[src/rtl/fft_dc_err_pkg.sv]
package fft_dc_err_pkg;
  localparam int unsigned DEF_LANES  = 4;
  localparam int unsigned DEF_POINTS = 4;
  localparam int unsigned DEF_SMP_W  = 6;

  function automatic int unsigned growth_bits(input int unsigned points);
    return $clog2(points);
  endfunction
endpackage

[src/rtl/fft_dc_sum_tree.sv]
module fft_dc_sum_tree #(
  parameter int unsigned POINTS = 4,
  parameter int unsigned SMP_W  = 6,
  parameter int unsigned ACC_W  = 8
) (
  input  logic [POINTS*SMP_W-1:0] smp_vec,
  output logic [ACC_W-1:0]        total
);
  logic [ACC_W-1:0] ext [POINTS];

  for (genvar k = 0; k < POINTS; k++) begin : g_ext
    assign ext[k] = {{(ACC_W-SMP_W){smp_vec[k*SMP_W+SMP_W-1]}},
                     smp_vec[k*SMP_W +: SMP_W]};
  end

  always_comb begin
    total = '0;
    for (int k = 0; k < POINTS; k++) begin
      total = total + ext[k];
    end
  end
endmodule

[src/rtl/fft_dc_lane_check.sv]
module fft_dc_lane_check #(
  parameter int unsigned POINTS = 4,
  parameter int unsigned SMP_W  = 6,
  parameter int unsigned ACC_W  = 8
) (
  input  logic [POINTS*SMP_W-1:0] smp_vec,
  input  logic [ACC_W-1:0]        bin_re,
  input  logic [ACC_W-1:0]        bin_im,
  output logic                    mismatch
);
  logic [ACC_W-1:0] total;

  fft_dc_sum_tree #(
    .POINTS (POINTS),
    .SMP_W  (SMP_W),
    .ACC_W  (ACC_W)
  ) u_sum (
    .smp_vec (smp_vec),
    .total   (total)
  );

  always_comb begin
    mismatch = (total != bin_re) || (bin_im != '0);
  end
endmodule

[src/rtl/fft_dc_err_det.sv]
module fft_dc_err_det
  import fft_dc_err_pkg::*;
#(
  parameter int unsigned LANES  = DEF_LANES,
  parameter int unsigned POINTS = DEF_POINTS,
  parameter int unsigned SMP_W  = DEF_SMP_W,
  localparam int unsigned ACC_W = SMP_W + growth_bits(POINTS),
  localparam int unsigned LANE_SMP_W = POINTS * SMP_W
) (
  input  logic                        clk,
  input  logic                        rst_n,
  input  logic                        in_valid,
  input  logic [LANES*LANE_SMP_W-1:0] samples,
  input  logic [LANES*ACC_W-1:0]      dc_re,
  input  logic [LANES*ACC_W-1:0]      dc_im,
  output logic                        out_valid,
  output logic [LANES-1:0]            err_flags,
  output logic                        any_err
);
  logic [LANES-1:0] lane_bad;
  logic [LANES-1:0] flags_d, flags_q;
  logic             any_d, any_q;
  logic             vld_d, vld_q;

  for (genvar l = 0; l < LANES; l++) begin : g_lane
    fft_dc_lane_check #(
      .POINTS (POINTS),
      .SMP_W  (SMP_W),
      .ACC_W  (ACC_W)
    ) u_chk (
      .smp_vec  (samples[l*LANE_SMP_W +: LANE_SMP_W]),
      .bin_re   (dc_re[l*ACC_W +: ACC_W]),
      .bin_im   (dc_im[l*ACC_W +: ACC_W]),
      .mismatch (lane_bad[l])
    );

    // a nonzero imaginary DC part always ends up in the lane flag
    a_r4_imag_flag: assert property (@(posedge clk) disable iff (!rst_n)
      (in_valid && (dc_im[l*ACC_W +: ACC_W] != '0)) |=> err_flags[l]);
  end

  always_comb begin
    vld_d   = in_valid;
    flags_d = flags_q;
    any_d   = any_q;
    if (in_valid) begin
      flags_d = lane_bad;
      any_d   = |lane_bad;
    end
  end

  always_ff @(posedge clk or negedge rst_n) begin
    if (!rst_n) begin
      vld_q   <= 1'b0;
      flags_q <= '0;
      any_q   <= 1'b0;
    end else begin
      vld_q   <= vld_d;
      flags_q <= flags_d;
      any_q   <= any_d;
    end
  end

  assign out_valid = vld_q;
  assign err_flags = flags_q;
  assign any_err   = any_q;

  a_r2_strobe_follows: assert property (@(posedge clk) disable iff (!rst_n)
    in_valid |=> out_valid);

  a_r2_strobe_drops: assert property (@(posedge clk) disable iff (!rst_n)
    !in_valid |=> !out_valid);

  a_r7_any_matches: assert property (@(posedge clk) disable iff (!rst_n)
    any_err == (err_flags != '0));

  a_r8_hold_idle: assert property (@(posedge clk) disable iff (!rst_n)
    !in_valid |=> ($stable(err_flags) && $stable(any_err)));
endmodule

[config.mk]
export PLATFORM = sky130hd
export DESIGN_NAME = fft_dc_err_det
export DESIGN_NICKNAME = d
export VERILOG_FILES = /design/src/rtl/fft_dc_err_pkg.sv /design/src/rtl/fft_dc_sum_tree.sv /design/src/rtl/fft_dc_lane_check.sv /design/src/rtl/fft_dc_err_det.sv
export SDC_FILE = /design/constraint.sdc
export NUM_CORES = 1
export LEC_CHECK = 0
export BUFFER_PORTS_ARGS = -buffer_cell sky130_fd_sc_hd__buf_4
export CELL_PAD_IN_SITES_DETAIL_PLACEMENT = 0
export CELL_PAD_IN_SITES_GLOBAL_PLACEMENT = 1
export CORE_ASPECT_RATIO = 1.1
export CORE_UTILIZATION = 34
export CTS_BUF_LIST = sky130_fd_sc_hd__clkbuf_8
export CTS_CLUSTER_DIAMETER = 40
export CTS_CLUSTER_SIZE = 10
export DETAILED_ROUTE_END_ITERATION = 7
export PLACE_DENSITY = 0.87
export SYNTH_ARGS = -nofsm -noshare
export SYNTH_HDL_FRONTEND = slang
export SYNTH_SLANG_ARGS = --single-unit
[constraint.sdc]
create_clock -name clk -period 1.2 [get_ports clk]
set_input_delay 0.18 -clock clk [delete_from_list [all_inputs] [get_ports clk]]
set_output_delay 0.18 -clock clk [all_outputs]
set_load 0.005 [all_outputs]
Word level (Yosys, flattened, before mapping)
Cells that the tools add are included.
- register bits after elaboration: 6
- output and inout port bits: 6
- reductions and logical operators: 9
- equal/unequal tests: 4
- add/sub/neg operators: 12
- operators by type and width (kind ; count):
    7-bit by 6-bit adder with 8-bit output ; 4
    8-bit adder ; 4
    8-bit != test ; 4
    8-bit nonzero test ; 4
    6-bit by 6-bit adder with 7-bit output ; 4
    1-bit logical OR ; 4
    4-bit OR reduction ; 1

Depth between registers and ports, before layout
- word-level depth: 6
- mapped depth: 12
- mapped depth without buffers: 12

By module
Synthesis repeated with hierarchy kept, for this count alone.
- cells, all modules: 337
- area, all modules: 3093.0 µm²
- by module, submodules not included (module ; cells each ; instances ; area an instance (µm²)):
    fft_dc_sum_tree ; 68 ; 4 ; 605.6
    fft_dc_lane_check ; 13 ; 4 ; 115.1
    fft_dc_err_det ; 13 ; 1 ; 210.2

Worst setup path before layout
OpenSTA, ideal clock, no wires.
- path type: input-to-reg
- from: in samples[73]
- to: reg any_q, in the netlist any_err
- arrival: 3.041 ns
- path buffers: 0
- required time: 1.076 ns
- path slack: -1.965 ns
- stages: 12
- cells stage by stage: fa_1 > inv_1 > fa_1 > inv_1 > ha_1 > fa_1 > nand3_1 > a21oi_1 > or3b_1 > a211oi_1 > nand4_1 > o31a_1
- word-level cells in the longest chain between the ends: 6
- ends and longest elaborated chain (what ; RTL line ; source):
    from (decl) ; fft_dc_err_det.sv:13 ; input logic [LANES*LANE_SMP_W-1:0] samples,
    6-bit by 6-bit adder with 7-bit output ; fft_dc_sum_tree.sv:19 ; total = total + ext[k];
    7-bit by 6-bit adder with 8-bit output ; fft_dc_sum_tree.sv:19 ;
    8-bit adder ; fft_dc_sum_tree.sv:19 ;
    8-bit != test ; fft_dc_lane_check.sv:23 ; mismatch = (total != bin_re) || (bin_im != '0);
    1-bit logical OR ; fft_dc_lane_check.sv:23 ;
    4-bit OR reduction ; fft_dc_err_det.sv:48 ; any_d = |lane_bad;
    to (signal assigned) ; fft_dc_err_det.sv:60 ; any_q <= any_d;
    to (decl) ; fft_dc_err_det.sv:22 ; logic any_d, any_q;
No other way between the ends.
A chain may end at the register's enable or synchronous reset.

Worst setup path in the final report
- from: in samples[1]
- to: reg any_q, in the netlist any_err
The elaborated chain is that of the path after synthesis.

==> impl_metrics.py <==
metrics = {
    "timing": {
        "timing.final.crit_period_ns": 3.00,
        "drv_slew": 0,
        "worst-slew-pin-transition_ns": 0.344,
        "finClkSkew_ns": 0,
        "relSlewSlack": 0.769,
        "fin_setup_tns_ns": -8.20,
        "rsz0062_at_grt": "true",
        "finalCritPeriodShare": 2.50,
        "max_clock_freq_mhz": 333,
        "worst_slack_ns": -1.80,
        "setup_viol": 5,
        "finalHoldViolations": 0,
    },
    "final_layout": {
        "stdcell_count": 535,
        "nets": 693,
        "drive_gt1_frac": 0.529,
        "post-route-util": 0.593,
        "multi_input_area_mm2": 0.00251,
        "area_growth_syn_to_layout_pct": 70.0,
        "nFillCells": 668,
        "register_area_um2": 150,
        "finalInstanceArea_mm2": 0.00441,
        "diodes": 0,
    },
    "logic_synthesis": {
        "syn_inst": 245,
        "async_reset_ff_frac": 1.00,
        "avgSynthCellArea_um2": 10.6,
        "yosysSeqAreaShare": 0.0579,
        "synth_top_area_share": 0.401,
        "ys.flop_type": "dfrtp_1",
        "synthesis.area_mm2": 0.00259,
        "synth_cell_types": 29,
        "yosysWarnings": 0,
        "synth_top_family_by_area": "adder cells",
        "synth_compound_area_frac": 0.0926,
        "synth-xor-area-share": 0.176,
        "synth_area_leaders": "fa_1 40%, ha_1 14%, xnor2_1 12%",
        "muxShareOfSynthArea": 0.00434,
        "syn-num-nets": 488,
        "ys_ff_latch": 6,
        "synthSimpleGateAreaFrac": 0.102,
        "synth_top_cell_by_area": "fa_1",
        "yosys.area_share.adder": 0.536,
        "synth_edf_count": 0,
    },
    "detailed_routing": {
        "wl_per_cell_um": 12.4,
        "dr.pass1.iters": 4,
        "via_count": 2535,
        "drtIter0Drc": 49,
        "antenna_left": 0,
        "wirelength_um": 6650,
        "drc": 0,
        "vias_per_cell": 4.74,
    },
    "floorplanning": {
        "core_area_mm2": 0.00743,
        "ios": 169,
        "die-area_mm2": 0.00799,
        "die_w_um": 85.3,
        "rows": 33,
        "die_h_um": 93.6,
        "start_util": 0.349,
    },
    "flow_run": {
        "cap_violations": 0,
    },
    "status": {
        "violations": "setup timing",
        "status": "finished with violations",
    },
    "clock_tree": {
        "clock_path_buffers": 2,
        "numCtsBuffers": 3,
        "clock_latency_ns": 0.22,
        "tritoncts": "done",
        "htree_num_levels": 1,
        "cts.reportedPaths.clkPinSlew_ns": 0.03,
        "root_buffer": "clkbuf_8",
        "cts.sinks": 6,
    },
    "place": {
        "dp_hpwl_um": 6290,
        "dp.cells": 526,
        "dpl_cell_area_mm2": 0.00423,
        "gp_congestion": 0.744,
        "io_buffers": 168,
    },
    "worst_hold_path": {
        "hp-class": "input pin to flop",
    },
    "power": {
        "power_density_mw_per_mm2": 1010,
        "vdd_drop_max_mv": 0.574,
        "power_mw": 4.45,
        "p_leak_nw": 2.09,
    },
    "critical_path": {
        "critPathLaunchType": "input pin",
        "max_stage_delay_ns": 0.52,
        "cp_max_fo": 2,
        "crit_path_top_delay_cell": "fa_1",
        "path_cells": "buf_6 > fa_1 > inv_1 > fa_1 > inv_2 > ha_4 > fa_2 > a21o_1 > a21oi_2 > xnor2_2 > nor4_2 > nand3_1 > o31a_1",
        "cp.arrival_ns": 3.10,
        "critical_path_class": "input pin to flop",
        "crit_path_end_kind": "flop",
        "cpMostUsedCell": "fa_1",
        "critical_path_required_ns": 1.30,
    },
    "global_routing": {
        "grt_max_degree": 9,
        "grt_pass1_vias": 2595,
        "antenna_found_initial": 0,
        "grtUsageTotal": 0.167,
        "grt_pass1_wl_um": 10600,
        "overflow": 0,
    },
}
critical path: cells and delay by family:
kind | cells | cell delay (ns)
AOI/OAI and AO/OA | 3 | 0.68
xor gates and xnor gates | 1 | 0.09
adders and majority gates | 4 | 1.50
buffers and inverters | 3 | 0.18
and+or+nand+nor | 2 | 0.47
worst paths after layout:
| check | startpoint | endpoint | slack, ns | cells after the start |
|---|---|---|---|---|
| max | samples[1] | any_err | -1.80 | 13 |
| min | in_valid | out_valid | 0.27 | 2 |
| max reg2reg | any_err | any_err | 0.34 | 2 |
| min reg2reg | err_flags[0] | err_flags[0] | 0.49 | 1 |
| max in group asynchronous | rst_n | err_flags[1] | 0.74 | 2 |
| min in group asynchronous | rst_n | err_flags[3] | 0.34 | 2 |
Yosys cell counts (all sizes together) (2+ instances only):
master / count
dfrtp: 6
or3b: 2
nor2: 4
nand2: 11
a211oi: 3
xor2: 17
o21bai: 3
nor3: 7
nand3: 8
a21oi: 15
o21a: 3
ha: 28
nor4: 10
inv: 20
o21ai: 4
nand4: 3
a31oi: 2
fa: 52
xnor2: 35
a21o: 7
state kept, by name, summed over array words and instances, names as in the netlist:
register and flops:
out_valid 1, err_flags 4, any_err 1
what timing repair did:
item,in CTS,in global routing
buffers inserted,1,5
resized for setup,9,11
endpoints found under the hold margin,6,0
pin swaps,7,13
setup endpoints to repair,5,5
cloned,0,0
hold buffers,1,0
stage by stage:
step | setup WS (ns) | hold slack, ns
final | -1.80 | 0.268
after global routing | -1.89 | 0.268
after CTS | -1.78 | 0.251
after detailed placement | -2.25 | -0.00875
after global placement | -2.24 | -0.0103
after floorplan | -1.72 | -0.116
cell usage in the layout, fill, tap and decap left out, types with 6 or more instances in the layout:
master   instances
buf_4          196
fa_1            48
xnor2_1         34
ha_1            24
xor2_1          17
inv_1           15
nand2_1         11
a21oi_1         10
a21o_1           7
nor4_1           6
dfrtp_1          6
cell type report:
type	count	area share
Clock buffer	3	0.00936
Inverter	20	0.0170
Multi-Input combinational cell	218	0.569
Sequential cell	6	0.0340
Tap cell	87	0.0247
Timing Repair Buffer	201	0.346
cells by family (layout without fill, tap and decap cells):
family	Yosys count	count (layout)
AOI/OAI and AO/OA	38	38
xor gates and xnor gates	52	52
adders and majority gates	80	80
buffers and inverters	21	224
DFF	6	6
muxes	1	1
and+or+nand+nor	47	47
routing by layer:
layer | GRT usage | vias to the layer above | wire (µm)
li1 | - | 1244 | -
met1 | 0.185 | 1200 | 2380
met2 | 0.333 | 85 | 3790
met3 | 0.0300 | 6 | 428
met4 | 0.0292 | 0 | 49
met5 | 0 | - | 0
where the power goes:
| group | internal (mW) | switching, mW | total (mW) | leakage [nW] |
|---|---|---|---|---|
| sequential | 0.205 | 0.000716 | 0.206 | 0.0554 |
| combinational | 2.18 | 1.77 | 3.94 | 2.02 |
| clock | 0.215 | 0.0832 | 0.298 | 0.0216 |
Power figures use the tool's default switching activity.
